<file path="src/rtl/hdlc_rxd_pkg.sv">
`timescale 1ns/1ps
package hdlc_rxd_pkg;
    localparam int DESC_WORDS = 6;
    localparam int HOST_WORDS = 5;
    localparam int STAT_WORD  = 5;
    localparam int IDX_W      = $clog2(DESC_WORDS);
    localparam int ERR_W      = 4;
    localparam int CNT_W      = 11;
    localparam int EOQ_BIT    = 15;
    localparam int IBC_BIT    = 14;

    typedef enum logic [2:0] {
        ST_IDLE,
        ST_FETCH,
        ST_DECIDE,
        ST_RECV,
        ST_WDATA,
        ST_WSTAT
    } rxd_state_e;
endpackage

</file>
<file path="src/rtl/hdlc_rxd_desc.sv">
`timescale 1ns/1ps
// Holds the host-written descriptor fields captured during a fetch.
module hdlc_rxd_desc
    import hdlc_rxd_pkg::*;
#(
    parameter int AW     = 24,
    parameter int SIZE_W = 12
) (
    input  logic              clk,
    input  logic              rst_n,
    input  logic              cap_en_i,
    input  logic [IDX_W-1:0]  cap_idx_i,
    input  logic [15:0]       cap_word_i,
    output logic [AW-1:0]     next_ptr_o,
    output logic [AW-1:0]     buf_ptr_o,
    output logic [SIZE_W-1:0] size_o,
    output logic              ibc_o,
    output logic              eoq_o
);
    localparam int HI_W = AW - 16;

    logic [15:0]     nxt_lo_q, buf_lo_q;
    logic [HI_W-1:0] nxt_hi_q, buf_hi_q;
    logic [SIZE_W-1:0] size_q;
    logic            ibc_q, eoq_q;
    logic            unused_ctl;

    always_ff @(posedge clk or negedge rst_n) begin
        if (!rst_n) begin
            nxt_lo_q <= '0;
            nxt_hi_q <= '0;
            buf_lo_q <= '0;
            buf_hi_q <= '0;
            size_q   <= '0;
            ibc_q    <= 1'b0;
            eoq_q    <= 1'b0;
        end else if (cap_en_i) begin
            case (cap_idx_i)
                IDX_W'(0): nxt_lo_q <= cap_word_i;
                IDX_W'(1): nxt_hi_q <= cap_word_i[HI_W-1:0];
                IDX_W'(2): buf_lo_q <= cap_word_i;
                IDX_W'(3): buf_hi_q <= cap_word_i[HI_W-1:0];
                IDX_W'(4): begin
                    size_q <= cap_word_i[SIZE_W-1:0];
                    ibc_q  <= cap_word_i[IBC_BIT];
                    eoq_q  <= cap_word_i[EOQ_BIT];
                end
                default: ;
            endcase
        end
    end

    assign unused_ctl = ^{cap_word_i[15:HI_W], cap_word_i[13:SIZE_W]};

    assign next_ptr_o = {nxt_hi_q, nxt_lo_q};
    assign buf_ptr_o  = {buf_hi_q, buf_lo_q};
    assign size_o     = size_q;
    assign ibc_o      = ibc_q;
    assign eoq_o      = eoq_q;
endmodule

</file>
<file path="src/rtl/hdlc_rxd_pack.sv">
`timescale 1ns/1ps
// Byte-to-word packer with byte counter, word index and buffer capacity test.
module hdlc_rxd_pack #(
    parameter int SIZE_W = 12,
    parameter int CNT_W  = 11
) (
    input  logic              clk,
    input  logic              rst_n,
    input  logic              clr_i,
    input  logic [SIZE_W-1:0] size_i,
    input  logic              take_i,
    input  logic [7:0]        byte_i,
    input  logic              word_ack_i,
    output logic              pend_o,
    output logic              flush_o,
    output logic              at_cap_o,
    output logic [15:0]       word_o,
    output logic [CNT_W-1:0]  count_o,
    output logic [SIZE_W-1:0] widx_o
);
    localparam int DBL_W   = SIZE_W + 1;
    localparam int CNT_MAX = (1 << CNT_W) - 1;

    logic [DBL_W-1:0]  dbl_bytes;
    logic [CNT_W-1:0]  cap;
    logic [CNT_W-1:0]  count_q, count_inc;
    logic [SIZE_W-1:0] widx_q;
    logic [7:0]        lo_q, hi_q;
    logic              pend_q, hi_v_q;

    assign dbl_bytes = {size_i, 1'b0};
    assign cap       = (dbl_bytes > DBL_W'(CNT_MAX)) ? CNT_W'(CNT_MAX)
                                                     : dbl_bytes[CNT_W-1:0];
    assign count_inc = count_q + 1'b1;

    always_ff @(posedge clk or negedge rst_n) begin
        if (!rst_n) begin
            count_q <= '0;
            widx_q  <= '0;
            lo_q    <= '0;
            hi_q    <= '0;
            pend_q  <= 1'b0;
            hi_v_q  <= 1'b0;
        end else if (clr_i) begin
            count_q <= '0;
            widx_q  <= '0;
            pend_q  <= 1'b0;
            hi_v_q  <= 1'b0;
        end else begin
            if (take_i) begin
                count_q <= count_inc;
                if (!pend_q) begin
                    lo_q   <= byte_i;
                    pend_q <= 1'b1;
                end else begin
                    hi_q   <= byte_i;
                    hi_v_q <= 1'b1;
                end
            end
            if (word_ack_i) begin
                pend_q <= 1'b0;
                hi_v_q <= 1'b0;
                widx_q <= widx_q + 1'b1;
            end
        end
    end

    assign pend_o   = pend_q;
    assign flush_o  = take_i && (pend_q || (count_inc == cap));
    assign at_cap_o = (count_q == cap);
    assign word_o   = {hi_v_q ? hi_q : 8'h00, lo_q};
    assign count_o  = count_q;
    assign widx_o   = widx_q;
endmodule

</file>
<file path="src/rtl/hdlc_rx_desc_dma.sv">
`timescale 1ns/1ps
// Receive descriptor-chain DMA: fetch, pack, write back, follow the chain.
module hdlc_rx_desc_dma
    import hdlc_rxd_pkg::*;
#(
    parameter int AW     = 24,
    parameter int SIZE_W = 12
) (
    input  logic             clk,
    input  logic             rst_n,
    input  logic             start_i,
    input  logic [AW-1:0]    start_ptr_i,
    input  logic             rx_valid_i,
    input  logic [7:0]       rx_byte_i,
    input  logic             rx_end_i,
    input  logic [ERR_W-1:0] rx_err_i,
    output logic             rx_ready_o,
    output logic             mem_req_o,
    output logic             mem_we_o,
    output logic [AW-1:0]    mem_addr_o,
    output logic [15:0]      mem_wdata_o,
    input  logic             mem_ack_i,
    input  logic [15:0]      mem_rdata_i,
    output logic             irq_o
);
    rxd_state_e state_q, state_d;

    logic [AW-1:0]    desc_ptr_q;
    logic [IDX_W-1:0] fidx_q;
    logic [ERR_W-1:0] err_q;
    logic             closing_q;
    logic             irq_q;

    logic [AW-1:0]     d_next, d_buf;
    logic [SIZE_W-1:0] d_size;
    logic              d_ibc, d_eoq;

    logic              pk_pend, pk_flush, pk_at_cap;
    logic [15:0]       pk_word;
    logic [CNT_W-1:0]  pk_count;
    logic [SIZE_W-1:0] pk_widx;

    logic [AW-1:0] desc_wbase, buf_wbase;
    logic [15:0]   stat_word;
    logic          frame_ok;
    logic          take_byte;

    hdlc_rxd_desc #(.AW(AW), .SIZE_W(SIZE_W)) u_desc (
        .clk        (clk),
        .rst_n      (rst_n),
        .cap_en_i   (state_q == ST_FETCH && mem_ack_i),
        .cap_idx_i  (fidx_q),
        .cap_word_i (mem_rdata_i),
        .next_ptr_o (d_next),
        .buf_ptr_o  (d_buf),
        .size_o     (d_size),
        .ibc_o      (d_ibc),
        .eoq_o      (d_eoq)
    );

    assign take_byte = (state_q == ST_RECV) && rx_valid_i && !rx_end_i;

    hdlc_rxd_pack #(.SIZE_W(SIZE_W), .CNT_W(CNT_W)) u_pack (
        .clk        (clk),
        .rst_n      (rst_n),
        .clr_i      (state_q == ST_DECIDE),
        .size_i     (d_size),
        .take_i     (take_byte),
        .byte_i     (rx_byte_i),
        .word_ack_i (state_q == ST_WDATA && mem_ack_i),
        .pend_o     (pk_pend),
        .flush_o    (pk_flush),
        .at_cap_o   (pk_at_cap),
        .word_o     (pk_word),
        .count_o    (pk_count),
        .widx_o     (pk_widx)
    );

    assign desc_wbase = AW'(desc_ptr_q[AW-1:1]);
    assign buf_wbase  = AW'(d_buf[AW-1:1]);
    assign frame_ok   = closing_q && (err_q == '0);
    assign stat_word  = {frame_ok, err_q, pk_count};

    // State register
    always_ff @(posedge clk or negedge rst_n) begin
        if (!rst_n) state_q <= ST_IDLE;
        else        state_q <= state_d;
    end

    // Next-state logic
    always_comb begin
        state_d = state_q;
        unique case (state_q)
            ST_IDLE:   if (start_i) state_d = ST_FETCH;
            ST_FETCH:  if (mem_ack_i && fidx_q == IDX_W'(HOST_WORDS - 1))
                           state_d = ST_DECIDE;
            ST_DECIDE: begin
                if (d_eoq)              state_d = ST_IDLE;
                else if (d_size == '0)  state_d = ST_FETCH;
                else                    state_d = ST_RECV;
            end
            ST_RECV: begin
                if (rx_end_i)      state_d = pk_pend ? ST_WDATA : ST_WSTAT;
                else if (pk_flush) state_d = ST_WDATA;
            end
            ST_WDATA:  if (mem_ack_i)
                           state_d = (closing_q || pk_at_cap) ? ST_WSTAT : ST_RECV;
            ST_WSTAT:  if (mem_ack_i) state_d = ST_FETCH;
            default:   state_d = ST_IDLE;
        endcase
    end

    // Sequencer datapath registers
    always_ff @(posedge clk or negedge rst_n) begin
        if (!rst_n) begin
            desc_ptr_q <= '0;
            fidx_q     <= '0;
            err_q      <= '0;
            closing_q  <= 1'b0;
            irq_q      <= 1'b0;
        end else begin
            irq_q <= 1'b0;
            unique case (state_q)
                ST_IDLE: begin
                    fidx_q <= '0;
                    if (start_i) desc_ptr_q <= start_ptr_i;
                end
                ST_FETCH: if (mem_ack_i) fidx_q <= fidx_q + 1'b1;
                ST_DECIDE: begin
                    fidx_q    <= '0;
                    err_q     <= '0;
                    closing_q <= 1'b0;
                    if (d_eoq)              irq_q      <= 1'b1;
                    else if (d_size == '0)  desc_ptr_q <= d_next;
                end
                ST_RECV: if (rx_end_i) begin
                    err_q     <= rx_err_i;
                    closing_q <= 1'b1;
                end
                ST_WDATA: ;
                ST_WSTAT: begin
                    fidx_q <= '0;
                    if (mem_ack_i) begin
                        desc_ptr_q <= d_next;
                        irq_q      <= d_ibc;
                    end
                end
                default: ;
            endcase
        end
    end

    // Outputs
    always_comb begin
        rx_ready_o  = 1'b0;
        mem_req_o   = 1'b0;
        mem_we_o    = 1'b0;
        mem_addr_o  = '0;
        mem_wdata_o = '0;
        unique case (state_q)
            ST_FETCH: begin
                mem_req_o  = 1'b1;
                mem_addr_o = desc_wbase + AW'(fidx_q);
            end
            ST_RECV:  rx_ready_o = 1'b1;
            ST_WDATA: begin
                mem_req_o   = 1'b1;
                mem_we_o    = 1'b1;
                mem_addr_o  = buf_wbase + AW'(pk_widx);
                mem_wdata_o = pk_word;
            end
            ST_WSTAT: begin
                mem_req_o   = 1'b1;
                mem_we_o    = 1'b1;
                mem_addr_o  = desc_wbase + AW'(STAT_WORD);
                mem_wdata_o = stat_word;
            end
            default: ;
        endcase
    end

    assign irq_o = irq_q;
endmodule

</file>
<file path="config.mk">
export PLATFORM = sky130hd
export DESIGN_NAME = hdlc_rx_desc_dma
export DESIGN_NICKNAME = d
export VERILOG_FILES = /design/src/rtl/hdlc_rxd_pkg.sv /design/src/rtl/hdlc_rxd_desc.sv /design/src/rtl/hdlc_rxd_pack.sv /design/src/rtl/hdlc_rx_desc_dma.sv
export SDC_FILE = /design/constraint.sdc
export NUM_CORES = 1
export LEC_CHECK = 0
export BUFFER_PORTS_ARGS = -buffer_cell sky130_fd_sc_hd__clkbuf_2
export CAP_MARGIN = 5
export CORE_MARGIN = 2
export CORE_UTILIZATION = 40
export DETAILED_ROUTE_END_ITERATION = 12
export PLACE_DENSITY_LB_ADDON = 0.05
export SLEW_MARGIN = 25
export SYNTH_ARGS = -nofsm -noshare
export SYNTH_HDL_FRONTEND = slang
export SYNTH_SLANG_ARGS = --single-unit
</file>
<file path="constraint.sdc">
create_clock -name clk -period 12.8 [get_ports clk]
set_input_delay 3.2 -clock clk [delete_from_list [all_inputs] [get_ports clk]]
set_output_delay 3.2 -clock clk [all_outputs]
set_load 0.005 [all_outputs]
</file>
==> flow_summary.html <==
<table>
<tr><th>Metric</th><th>Value</th></tr>
<tr><th colspan="2">Cells and area</th></tr>
<tr><td>Number of filler instances in the final layout</td><td>1915</td></tr>
<tr><td>Most used cells in the layout excluding fill and tap cells</td><td>sky130_fd_sc_hd__dfrtp_1, sky130_fd_sc_hd__clkbuf_2, sky130_fd_sc_hd__mux2_2</td></tr>
<tr><td>Fin nets</td><td>974</td></tr>
<tr><td>Area grow syn2layout</td><td>14.7%</td></tr>
<tr><td>Fraction of final layout cells sized beyond drive strength 1</td><td>25.7%</td></tr>
<tr><td>Antenna Cells</td><td>0</td></tr>
<tr><td>Final cell utilization of the core</td><td>46.5%</td></tr>
<tr><td>Commonest non-fill, non-tap cell in the layout</td><td>sky130_fd_sc_hd__dfrtp_1</td></tr>
<tr><td>Post-route cell area</td><td>0.00935 mm²</td></tr>
<tr><th colspan="2">Power and ir drop</th></tr>
<tr><td>Switching part of the total power</td><td>37.7%</td></tr>
<tr><td>Standby leakage power</td><td>4.37 nW</td></tr>
<tr><td>Final Power</td><td>1.98 mW</td></tr>
<tr><td>Switch Pwr</td><td>0.748 mW</td></tr>
<tr><td>Ratio of total power to cell area</td><td>212 mW/mm²</td></tr>
<tr><td>Worst vdd ir</td><td>0.127 mV</td></tr>
<tr><td>Sequential fraction of design power</td><td>37.8%</td></tr>
<tr><td>Fraction of power consumed by combinational cells</td><td>38.1%</td></tr>
<tr><td>Part of the power in the clock network</td><td>24.0%</td></tr>
<tr><td>Internal</td><td>1.23 mW</td></tr>
<tr><th colspan="2">Critical path</th></tr>
<tr><td>Category of the worst setup path launch point</td><td>flop</td></tr>
<tr><td>Delay-heaviest family, CP</td><td>simple AND/OR/NAND/NOR gates</td></tr>
<tr><td>Worst Path Arrival</td><td>5.08 ns</td></tr>
<tr><td>Critical-path cell with the highest stage delay</td><td>sky130_fd_sc_hd__nor2b_1</td></tr>
<tr><td>Data required time of the worst path</td><td>9.60 ns</td></tr>
<tr><td>Crit Path Class</td><td>flop to primary output</td></tr>
<tr><td>Cell chain of the critical path</td><td>nor2b_1, and2_1, or2_2, ha_1, fa_1, a21o_1, nand3_1, nor2_1, nand3_1, xor2_1, nor2_1, or3_1, clkbuf_2</td></tr>
<tr><td>Top fanout value on the critical path</td><td>21</td></tr>
<tr><td>Peak per-stage delay on the critical path</td><td>0.82 ns</td></tr>
<tr><td>Count of buffer and inverter cells on the critical path</td><td>1</td></tr>
<tr><td>Worst Setup End Kind</td><td>primary output</td></tr>
<tr><th colspan="2">Synth</th></tr>
<tr><td>Synthesized instance count</td><td>816</td></tr>
<tr><td>Syn_area_per_cell</td><td>9.99 µm²</td></tr>
<tr><td>Proportion of synthesized chip area in sequential cells</td><td>41.8%</td></tr>
<tr><td>Fraction of synthesized cell area taken by the top area cell type</td><td>41.8%</td></tr>
<tr><td>Largest area contributor in the netlist</td><td>sky130_fd_sc_hd__dfrtp_1</td></tr>
<tr><td>Post-synth EDFFs</td><td>0</td></tr>
<tr><td>Area contributors post-synth</td><td>sky130_fd_sc_hd__dfrtp_1, sky130_fd_sc_hd__mux2_2, sky130_fd_sc_hd__ha_1</td></tr>
<tr><td>Synthesized netlist net count</td><td>898</td></tr>
<tr><td>Share of async-settable or async-resettable flops after synthesis</td><td>100%</td></tr>
<tr><td>Flops &amp; latches, synth</td><td>136</td></tr>
<tr><td>Mapped cell area</td><td>0.00815 mm²</td></tr>
<tr><td>Yosys Warn Count</td><td>0</td></tr>
<tr><td>Unique masters post-synth</td><td>74</td></tr>
<tr><td>Top_reg_cell synth</td><td>sky130_fd_sc_hd__dfrtp_1</td></tr>
<tr><th colspan="2">STA</th></tr>
<tr><td>Post-route clock skew</td><td>0.00851 ns</td></tr>
<tr><td>PnR worst setup slack</td><td>4.52 ns</td></tr>
<tr><td>Minimum period implied by the final worst setup slack</td><td>8.28 ns</td></tr>
<tr><td>Max-slew violation total from the final report</td><td>0</td></tr>
<tr><td>Final-report hold violation count</td><td>0</td></tr>
<tr><td>Relative slew slack</td><td>36.8%</td></tr>
<tr><td>Final-layout setup total negative slack</td><td>0 ns</td></tr>
<tr><td>Max frequency</td><td>0.121 GHz</td></tr>
<tr><td>Unrepaired setup endpoints after global routing</td><td>no</td></tr>
<tr><td>Period Utilization, post-route</td><td>64.7%</td></tr>
<tr><td>Setup violators final</td><td>0</td></tr>
<tr><td>Worst Max-Slew Pin Slew</td><td>0.945 ns</td></tr>
<tr><th colspan="2">Clock network</th></tr>
<tr><td>Count of buffers added by post-CTS timing repair for setup</td><td>0</td></tr>
<tr><td>Maximum level of the CTS H-tree</td><td>4</td></tr>
<tr><td>Largest buffer count on any clock path</td><td>2</td></tr>
<tr><td>Number of buffers created by CTS</td><td>17</td></tr>
<tr><td>Total of hold buffers inserted after clock tree synthesis</td><td>0</td></tr>
<tr><td>Worst-path clk slew</td><td>0.06 ns</td></tr>
<tr><td>Clock Sinks</td><td>136</td></tr>
<tr><td>Clk Latency, worst-skew pair</td><td>0.42 ns</td></tr>
<tr><td>Cell at the root of the clock tree</td><td>sky130_fd_sc_hd__clkbuf_16</td></tr>
<tr><td>Number of gates resized after cts</td><td>0</td></tr>
<tr><td>CTS tree</td><td>built</td></tr>
<tr><th colspan="2">Global routing</th></tr>
<tr><td>GRT met2 Usage</td><td>35.0%</td></tr>
<tr><td>GRT Resource Usage Total</td><td>21.2%</td></tr>
<tr><td>Vias in the first global route</td><td>6782</td></tr>
<tr><td>Global-route wire length before repair</td><td>35900 µm</td></tr>
<tr><td>Number of antenna violations at the first check in global routing</td><td>0</td></tr>
<tr><td>M1 GR Usage</td><td>28.6%</td></tr>
<tr><td>Total grt overflow</td><td>0</td></tr>
<tr><td>Met3 GRT Util</td><td>3.88%</td></tr>
<tr><td>Highest-utilization routing layer at the global route stage</td><td>met2</td></tr>
<tr><td>Largest net degree at the start of global routing</td><td>76</td></tr>
<tr><th colspan="2">Place</th></tr>
<tr><td>Cell area after placement</td><td>0.00878 mm²</td></tr>
<tr><td>Port bufs</td><td>100</td></tr>
<tr><td>Routability-driven placement congestion ratio</td><td>0.871</td></tr>
<tr><td>Post-DP HPWL</td><td>16200 µm</td></tr>
<tr><td>Pre-CTS setup slack</td><td>4.95 ns</td></tr>
<tr><th colspan="2">Floorplanning</th></tr>
<tr><td>Die H</td><td>147 µm</td></tr>
<tr><td>Initial cell density of the core</td><td>40.5%</td></tr>
<tr><td>Die area</td><td>0.0215 mm²</td></tr>
<tr><td>Width of the chip</td><td>147 µm</td></tr>
<tr><td># rows</td><td>52</td></tr>
<tr><td>Core region area</td><td>0.0201 mm²</td></tr>
<tr><td>Io pins</td><td>102</td></tr>
<tr><th colspan="2">Route</th></tr>
<tr><td>Count of antenna-violating nets left after detailed routing</td><td>0</td></tr>
<tr><td>Initial DRT Pass Iterations</td><td>5</td></tr>
<tr><td>Detail-routed via count per cell</td><td>5.53</td></tr>
<tr><td>Iter 0 DRT Violations</td><td>326</td></tr>
<tr><td>DRC violations left</td><td>0</td></tr>
<tr><td>Vias post-DR</td><td>6494</td></tr>
<tr><td>Detail-routed net length per standard cell</td><td>18.7 µm</td></tr>
<tr><td>WL final</td><td>22000 µm</td></tr>
<tr><th colspan="2">Run status</th></tr>
<tr><td>Run status</td><td>finished, final reports clean</td></tr>
<tr><th colspan="2">Flow run</th></tr>
<tr><td>Max Cap Violations</td><td>0</td></tr>
<tr><th colspan="2">Hold path</th></tr>
<tr><td>Min-delay worst type</td><td>flop to flop</td></tr>
</table>
cells in the mapped netlist, drive strengths merged (5+ instances only):
cell	number
o21a	7
clkbuf	17
buf	28
a22o	20
o22ai	16
nand2	66
nand2b	5
inv	19
nor4	6
a21oi	46
ha	22
nor2b	12
nor2	65
a21o	7
or3	8
mux2i	26
and3	12
dfrtp	136
xnor2	29
nor3	20
a211oi	7
o21ai	34
and2	9
mux2	75
nand4	14
xor2	25
nand3	26
power by group through the flow:
stage / combinational, mW / clock, mW / sequential, mW
2_1_floorplan: 0.589 / 0 / 0.690
3_3_place_gp: 0.737 / 0 / 0.748
3_5_place_dp: 0.759 / 0 / 0.757
4_1_cts: 0.761 / 0.492 / 0.749
5_1_grt: 0.843 / 0.510 / 0.776
6_report: 0.755 / 0.477 / 0.750
registers in the layout (all words and copies together) (netlist names), 11 cells and up:
register / cells
u_desc.size_o: 12
u_desc.buf_lo_q: 15
u_pack.count_o: 11
desc_ptr_q: 23
u_pack.widx_o: 12
u_desc.nxt_lo_q: 15
logic make-up (layout without fill, tap and decap cells):
group                      after synthesis  after routing  synth area share [%]
AOI/OAI and AO/OA                      178            178                  15.0
xor gates and xnor gates                54             54                  5.80
DFF                                    136            136                  41.8
muxes                                  101            101                  13.6
buffers and inverters                   64            153                  3.72
and+or+nand+nor                        259            259                  16.2
adders and majority gates               24             24                  3.87
worst paths after layout:
kind | startpoint | to | depth (start not counted) | slack (ns)
worst max-delay path | state_q[0]$_DFFE_PN0P_ | mem_addr_o[16] | 13 | 4.52
worst min-delay path | u_desc.nxt_hi_q[4]$_DFFE_PN0P_ | u_desc.nxt_hi_q[4]$_DFFE_PN0P_ | 1 | 0.51
worst max register to register | state_q[0]$_DFFE_PN0P_ | desc_ptr_q[2]$_DFFE_PN0P_ | 5 | 9.48
worst min register to register | u_desc.nxt_hi_q[4]$_DFFE_PN0P_ | u_desc.nxt_hi_q[4]$_DFFE_PN0P_ | 1 | 0.51
max in group asynchronous | rst_n | desc_ptr_q[3]$_DFFE_PN0P_ | 2 | 8.70
min in group asynchronous | rst_n | u_desc.nxt_lo_q[12]$_DFFE_PN0P_ | 1 | 2.81
through the flow:
step                cells  hold WS (ns)
global route         1175         0.523
detailed placement   1143         0.492
CTS                  1175         0.506
floorplan             816         0.470
finish               1175         0.506
global placement     1143         0.486
final cells by class:
class,instances,area (µm²),area share (%)
Clock buffer,19,453,4.85
Multi-Input combinational cell,616,4440,47.5
Sequential cell,136,3400,36.4
Clock inverter,13,119,1.27
Timing Repair Buffer,102,522,5.58
Inverter,19,71.3,0.763
Tap cell,270,338,3.61
layer usage:
metal	part of all wire [%]	vias up
met1	46	3225
met3	4.2	24
met5	0	-
met2	48	136
met4	1.7	0
li1	-	3109
(Power assumes the default switching activity.)
